===== src/rtl/opcode_prefix_seq.sv =====
module opcode_prefix_seq (
  input  logic       clk,
  input  logic       rst,
  input  logic       fetch_vld,
  input  logic [7:0] fetch_byte,
  output logic       insn_done,
  output logic [2:0] grp,
  output logic [7:0] opcode,
  output logic       idx_iy,
  output logic [7:0] disp,
  output logic       mem_ind,
  output logic       half_sub,
  output logic       copy_en,
  output logic [2:0] copy_reg,
  output logic       ed_nop,
  output logic       ed_retn,
  output logic [1:0] rfsh_inc,
  output logic       int_block
);
  localparam logic [2:0] G_PLAIN = 3'd0, G_CB = 3'd1, G_ED = 3'd2,
                         G_IDX = 3'd3, G_IBIT = 3'd4, G_STRAY = 3'd5;

  typedef enum logic [2:0] {S_IDLE, S_CB, S_ED, S_IX, S_IXD, S_BD, S_BOP} st_t;
  st_t st, nst;
  logic       sel_iy, nsel;
  logic [7:0] op_q, nopq, d_q, ndq;

  logic       fin, fmem, fiy;
  logic [2:0] fgrp;
  logic [7:0] fop, fdisp;

  wire b_cb  = fetch_byte == 8'hCB;
  wire b_ed  = fetch_byte == 8'hED;
  wire b_idx = fetch_byte == 8'hDD || fetch_byte == 8'hFD;

  wire hl_mem = (fetch_byte[7:2] == 6'b001101 && fetch_byte[1:0] != 2'b11) ||
                (fetch_byte[7:6] == 2'b01 &&
                 ((fetch_byte[2:0] == 3'b110) ^ (fetch_byte[5:3] == 3'b110))) ||
                (fetch_byte[7:6] == 2'b10 && fetch_byte[2:0] == 3'b110);

  always_comb begin
    nst = st; nsel = sel_iy; nopq = op_q; ndq = d_q;
    fin = 1'b0; fgrp = G_PLAIN; fop = fetch_byte; fiy = 1'b0;
    fdisp = 8'h00; fmem = 1'b0;
    if (fetch_vld) begin
      case (st)
        S_IDLE: begin
          if (b_cb) nst = S_CB;
          else if (b_ed) nst = S_ED;
          else if (b_idx) begin nst = S_IX; nsel = fetch_byte[5]; end
          else fin = 1'b1;
        end
        S_CB: begin fin = 1'b1; fgrp = G_CB; nst = S_IDLE; end
        S_ED: begin fin = 1'b1; fgrp = G_ED; nst = S_IDLE; end
        S_IX: begin
          if (b_idx || b_ed) begin
            fin = 1'b1; fgrp = G_STRAY; fiy = sel_iy;
            fop = sel_iy ? 8'hFD : 8'hDD;
            nsel = fetch_byte[5];
            if (b_ed) nst = S_ED;
          end else if (b_cb) begin
            nst = S_BD;
          end else if (hl_mem) begin
            nopq = fetch_byte; nst = S_IXD;
          end else begin
            fin = 1'b1; fgrp = G_IDX; fiy = sel_iy; nst = S_IDLE;
          end
        end
        S_IXD: begin
          fin = 1'b1; fgrp = G_IDX; fop = op_q; fiy = sel_iy;
          fdisp = fetch_byte; fmem = 1'b1; nst = S_IDLE;
        end
        S_BD: begin ndq = fetch_byte; nst = S_BOP; end
        S_BOP: begin
          fin = 1'b1; fgrp = G_IBIT; fiy = sel_iy;
          fdisp = d_q; fmem = 1'b1; nst = S_IDLE;
        end
        default: nst = S_IDLE;
      endcase
    end
  end

  wire ed_known = (fop[7:6] == 2'b01 && !(fop[5:4] == 2'b11 && fop[2:0] == 3'b111)) ||
                  (fop[7:5] == 3'b101 && !fop[2]);
  wire cp_en    = fgrp == G_IBIT && fop[7:6] != 2'b01 && fop[2:0] != 3'b110;

  always_ff @(posedge clk) begin
    if (rst) begin
      st <= S_IDLE; sel_iy <= 1'b0; op_q <= 8'h00; d_q <= 8'h00;
      insn_done <= 1'b0; grp <= G_PLAIN; opcode <= 8'h00; idx_iy <= 1'b0;
      disp <= 8'h00; mem_ind <= 1'b0; half_sub <= 1'b0; copy_en <= 1'b0;
      copy_reg <= 3'd0; ed_nop <= 1'b0; ed_retn <= 1'b0; rfsh_inc <= 2'd0;
    end else begin
      st <= nst; sel_iy <= nsel; op_q <= nopq; d_q <= ndq;
      insn_done <= fin;
      if (fin) begin
        grp      <= fgrp;
        opcode   <= fop;
        idx_iy   <= fiy;
        disp     <= fdisp;
        mem_ind  <= fmem;
        half_sub <= fgrp == G_IDX && !fmem;
        copy_en  <= cp_en;
        copy_reg <= cp_en ? fop[2:0] : 3'd0;
        ed_nop   <= fgrp == G_ED && !ed_known;
        ed_retn  <= fgrp == G_ED && fop[7:6] == 2'b01 && fop[2:0] == 3'b101;
        rfsh_inc <= (fgrp == G_PLAIN || fgrp == G_STRAY) ? 2'd1 : 2'd2;
      end
    end
  end

  assign int_block = st != S_IDLE;
endmodule


===== config.mk =====
export PLATFORM = sky130hd
export DESIGN_NAME = opcode_prefix_seq
export DESIGN_NICKNAME = d
export VERILOG_FILES = /design/src/rtl/opcode_prefix_seq.sv
export SDC_FILE = /design/constraint.sdc
export NUM_CORES = 1
export LEC_CHECK = 0
export CAP_MARGIN = 20
export CELL_PAD_IN_SITES_DETAIL_PLACEMENT = 0
export CELL_PAD_IN_SITES_GLOBAL_PLACEMENT = 1
export CORE_ASPECT_RATIO = 2
export CORE_MARGIN = 1
export CORE_UTILIZATION = 39
export CTS_CLUSTER_DIAMETER = 40
export DETAILED_ROUTE_END_ITERATION = 10
export PLACE_DENSITY_LB_ADDON = 0.1
export SYNTH_ARGS = -nofsm -noshare
export SYNTH_HDL_FRONTEND = slang
export SYNTH_SLANG_ARGS = --single-unit

===== constraint.sdc =====
create_clock -name clk -period 2.7 [get_ports clk]
set_input_delay 0.54 -clock clk [delete_from_list [all_inputs] [get_ports clk]]
set_output_delay 0.54 -clock clk [all_outputs]
set_load 0.02 [all_outputs]

==> results.tsv, run 1 <==
metric	value	unit
clock transition at the registers of the reported paths	0.07	ns
Clock Sinks	51	
most common cell after layout, fill and taps aside	buf_4	
Starting Density	0.407	
final worst slack	0.116	ns
post-synth top area share	0.415	
sequential area share after synthesis	0.415	
Num CTS Buffers	5	
Lkg Pwr	1.31	nW
CP Capture Type	flop	
first-pass GRT wire length	11900	µm
f_max	0.387	GHz
Buffers & Inverters on Critical Path	1	
crit start category	input port	
dpl cell area	3290	µm²
gr busiest metal	met2	
post-synth top area cell	dfxtp_1	
number of enable flip-flop cells after synthesis	0	
Core Region	6060	µm²
port bufs	42	
fin crit share	0.957	
Worst Skew	0.00289	ns
Worst path most repeated cell	nand3_1	
max-slew violation total from the final report	0	
CP Cell Sequence	clkdlybuf4s50_1 -> nand3_1 -> or3_1 -> o31ai_1 -> nand3_1 -> a311o_1 -> a21bo_1	
Antenna Cells	0	
slowest stage cell, crit path	clkdlybuf4s50_1	
# nets final	378	
Worst EP required	2.95	ns
PwrDens	466	nW/µm²
FP Rows	40	
pre-CTS WS	-0.181	ns
Max-cap violations	0	
Post-CTS Setup Repair Bufs	0	
DRT iter0 DRCs	74	
minimum clock period	2.58	ns
RSZ-0062 raised after global routing	no	
DP HPWL	5780	µm
hold path depth	2	
Clock Tree Buf Depth	2	
FF-to-FF End	ed_nop	
flops & latches, synth	51	
top_reg_cell synth	dfxtp_1	
clk_lat worst skew	0.30	ns
hold crit path type	flop to flop	
Post-CTS Hold Fix Bufs	0	
fraction of registers with async set/reset	0	
antenna-violating nets left	0	
met3 GRT Util	0.0395	
Final Setup Violations	0	
WL/cell	16.3	µm
status	complete, no violations	
htree depth	2	
largest net degree at the start of global routing	25	
reg2reg setup slack	0.76	ns
DRC	0	
final WL	7360	µm
share of cells above drive strength 1	0.193	
Crit path arrival time	2.83	ns
GRT Resource Usage Total	0.239	
CP top delay family	compound AO/OA/AOI/OAI gates	
HP Start	d_q[4]	
CTS tree	built	
P&R area growth vs syn	39.4	%
count of cell types in the netlist	59	
Synth Cell Area	2460	µm²
Die Area	6650	µm²
# resized after CTS	0	
total gr overflow	0	
die width	58.2	µm
Root Driver	clkbuf_16	
Cells after Synth	286	
initial antenna violation count	0	
routed via count	2379	
Synth area leaders	dfxtp_1, mux2i_1, a21oi_1	
worst reg-to-reg path cell count	6	
Final Hold Violating Endpoints	0	
most frequent cells in the layout	buf_4, dfxtp_1, clkdlybuf4s50_1, nand2_1, a21oi_1	
vias in the first global route	2365	
kind of critical path	input port to flop	
routability cong.	0.934	
Final Instance Area	3430	µm²
met1 Use GR	0.254	
met2 GRT Util	0.430	
Vias per Instance	5.26	
Worst slew margin	0.606	
CP Depth	7	
DRT Pass-1 Iters	4	
crit-path max cell delay	0.64	ns
Synth Net Count	297	
mean post-synth cell area	8.61	µm²
hold worst-path end	d_q[4]	
num ports	43	
die height	114	µm
maximum vdd drop	0.000373	V
R2R Path Start	st[0]	
Ys Warns	0	
Worst-Margin Slew	0.589	ns
CP max FO	8	
==> layer usage <==
layer / vias up / part of all wire
li1: 1207 / -
met1: 1103 / 0.39
met2: 54 / 0.55
met3: 15 / 0.025
met4: 0 / 0.035
met5: - / 0
==> cell families (layout without fill, tap and decap cells) <==
group           count (synthesis)  after routing  share of synthesized area
simple gates                   95             95                      0.191
compound gates                 93             93                      0.263
flops                          51             51                      0.415
buf+inv                        27            109                     0.0503
mux                            19             19                     0.0772
xor+xnor                        1              1                    0.00356
==> final cells by class <==
class / count / area, µm²
fillers: 578 / 2620
multi-input cells: 208 / 1320
flip-flops and latches: 51 / 1020
repair buffers: 96 / 826
clock buffers: 5 / 125
well taps: 84 / 105
clock inverters: 3 / 18.8
inverters: 5 / 18.8
==> stage by stage <==
step	hold WS, ns	util	power, W	setup TNS, ns	std cells
2_1_floorplan	0.436	-	0.000875	0	286
3_3_place_gp	0.443	0.543	0.000976	-1.68	444
3_5_place_dp	0.445	0.543	0.000976	-1.56	444
4_1_cts	0.459	0.567	0.00162	0	452
5_1_grt	0.474	0.567	0.00165	0	452
6_report	0.457	0.567	0.00160	0	452
==> power breakdown <==
part | internal [W] | leakage (nW) | switching (W)
Clock | 0.000344 | 0.0740 | 0.000295
Sequential | 0.000762 | 0.413 | 0.00000542
Combinational | 0.0000916 | 0.826 | 0.0000995
Total | 0.00120 | 1.31 | 0.000400
==> synthesized netlist by cell type, types with 5 or more instances <==
| master | n |
|---|---|
| dfxtp_1 | 51 |
| nand2_1 | 34 |
| a21oi_1 | 30 |
| mux2i_1 | 19 |
| nor2_1 | 19 |
| clkbuf_1 | 12 |
| o21ai_0 | 11 |
| o2bb2ai_1 | 11 |
| nand3_1 | 8 |
| buf_2 | 6 |
| nand2b_1 | 6 |
| nor3_1 | 6 |
| inv_1 | 5 |
==> tightest hold or removal path, cell delays in order, from the launching register on <==
cell	delay, ns
dfxtp_1	0.31
nand2_1	0.05
a21oi_1	0.05
==> worst max path at each step <==
stage,startpoint,to,slack (ns)
after floorplan,fetch_byte[7],op_q[0],0.45
after global placement,fetch_byte[7],copy_en,-0.15
after detailed placement,fetch_byte[7],copy_en,-0.18
after CTS,fetch_byte[7],copy_en,0.12
after global routing,fetch_byte[7],opcode[5],0.04
final,fetch_byte[7],copy_en,0.12
Note: power is estimated with default switching activity, not from simulation.
==> run 2: changes to the inputs <==
--- a/config.mk
+++ b/config.mk
@@ -8,7 +8,7 @@
 export CAP_MARGIN = 20
 export CELL_PAD_IN_SITES_DETAIL_PLACEMENT = 0
 export CELL_PAD_IN_SITES_GLOBAL_PLACEMENT = 1
-export CORE_ASPECT_RATIO = 2
+export CORE_ASPECT_RATIO = 1.4
 export CORE_MARGIN = 1
 export CORE_UTILIZATION = 39
 export CTS_CLUSTER_DIAMETER = 40
==> results.tsv, run 2 (synthesis gave the netlist of run 1 again) <==
metric	value	unit
status	complete, no violations	
Worst slew margin	0.600	
most frequent cells in the layout	dfxtp_1, buf_4, clkdlybuf4s50_1, nand2_1, a21oi_1	
kind of critical path	input port to flop	
max-slew violation total from the final report	0	
DRT Pass-1 Iters	4	
met1 Use GR	0.268	
Die Area	6640	µm²
GRT Resource Usage Total	0.219	
Max-cap violations	0	
port bufs	42	
maximum vdd drop	0.000264	V
Clock Sinks	51	
gr busiest metal	met2	
antenna-violating nets left	0	
pre-CTS WS	-0.0447	ns
hold crit path type	flop to flop	
Root Driver	clkbuf_8	
Final Hold Violating Endpoints	0	
Post-CTS Setup Repair Bufs	0	
num ports	43	
met2 GRT Util	0.388	
register area	1020	µm²
clock transition at the registers of the reported paths	0.09	ns
crit start category	input port	
share of cells above drive strength 1	0.170	
area occupied by multi-input gates	1320	µm²
Lkg Pwr	1.24	nW
Core Region	5990	µm²
die height	96.0	µm
Clock Tree Buf Depth	2	
routability cong.	0.848	
# resized after CTS	0	
P&R area growth vs syn	33.5	%
htree depth	2	
met3 GRT Util	0.0304	
Layout fillers	576	
DP HPWL	5390	µm
minimum clock period	2.48	ns
RSZ-0062 raised after global routing	no	
Worst-Margin Slew	0.598	ns
Worst Skew	0.00656	ns
routed via count	2406	
WL/cell	16.5	µm
Starting Density	0.411	
final WL	7060	µm
PwrDens	418	nW/µm²
CP Capture Type	flop	
vias in the first global route	2326	
Vias per Instance	5.62	
# nets final	370	
final worst slack	0.224	ns
FP Rows	33	
Antenna Cells	0	
Final Setup Violations	0	
die width	69.2	µm
first-pass GRT wire length	11600	µm
Num CTS Buffers	5	
Post-CTS Hold Fix Bufs	0	
CP max FO	8	
total gr overflow	0	
initial antenna violation count	0	
Crit path arrival time	2.73	ns
CTS tree	built	
f_max	0.404	GHz
DRT iter0 DRCs	110	
clk_lat worst skew	0.30	ns
most common cell after layout, fill and taps aside	dfxtp_1	
largest net degree at the start of global routing	16	
DRC	0	
Fin Hold WS	0.459	ns
fin crit share	0.917	
total power	0.00137	W
Worst EP required	2.95	ns
## run 2: cell count changes in the layout (fill, tap and decap cells not counted), sizes merged
cell,change
buf,-8
clkinv,-2
clkinvlp,+1
inv,-1
## run 2: worst paths after layout
kind | cells past startpoint | startpoint | slack (ns) | to
setup / recovery | 8 | fetch_byte[1] | 0.22 | rfsh_inc[0]
hold / removal | 2 | d_q[6] | 0.46 | d_q[6]
hold reg to reg | 2 | d_q[6] | 0.46 | d_q[6]
setup reg to reg | 5 | st[0] | 0.55 | ed_nop
## run 2: area by class of cell
class | instances | area share
clock buffer | 5 | 0.0209
multi-input combinational | 208 | 0.401
sequential | 51 | 0.311
clock inverter | 1 | 0.00228
tap | 70 | 0.0266
inverter | 5 | 0.00571
timing repair buffer | 88 | 0.233
## run 2: metal layers
layer | vias up | routed length [µm] | share of wire
met4 | 0 | 107 | 0.015
li1 | 1186 | - | -
met3 | 10 | 307 | 0.043
met2 | 65 | 3540 | 0.50
met5 | - | 0 | 0
met1 | 1145 | 3110 | 0.44
## run 2: stage by stage
step           setup TNS (ns)  cells   util  area (µm²)
6_report                    0    428  0.549        3290
3_5_place_dp           -0.247    422  0.536        3210
2_1_floorplan               0    286      -        2460
4_1_cts                     0    428  0.549        3290
3_3_place_gp         -0.00273    422  0.536        3210
5_1_grt                     0    428  0.549        3290
## run 2: power breakdown
part / switching [W] / internal [W] / total (W)
combinational: 0.0000991 / 0.0000856 / 0.000185
sequential: 0.00000538 / 0.000762 / 0.000767
clock: 0.000247 / 0.000173 / 0.000420
## run 2: critical path, cell delays in order
cell and delay, ns:
clkdlybuf4s50_1 0.53, buf_4 0.18, nor4b_1 0.43, o21a_1 0.35
buf_4 0.17, nor2_1 0.05, o2111ai_1 0.28, o211a_1 0.19
==> run 3: changes to the inputs <==
--- a/config.mk
+++ b/config.mk
@@ -5,7 +5,6 @@
 export SDC_FILE = /design/constraint.sdc
 export NUM_CORES = 1
 export LEC_CHECK = 0
-export CAP_MARGIN = 20
 export CELL_PAD_IN_SITES_DETAIL_PLACEMENT = 0
 export CELL_PAD_IN_SITES_GLOBAL_PLACEMENT = 1
 export CORE_ASPECT_RATIO = 1.4
==> results of run 3 <==
Same layout as run 2: the final DEF is identical, and so are final timing and power.
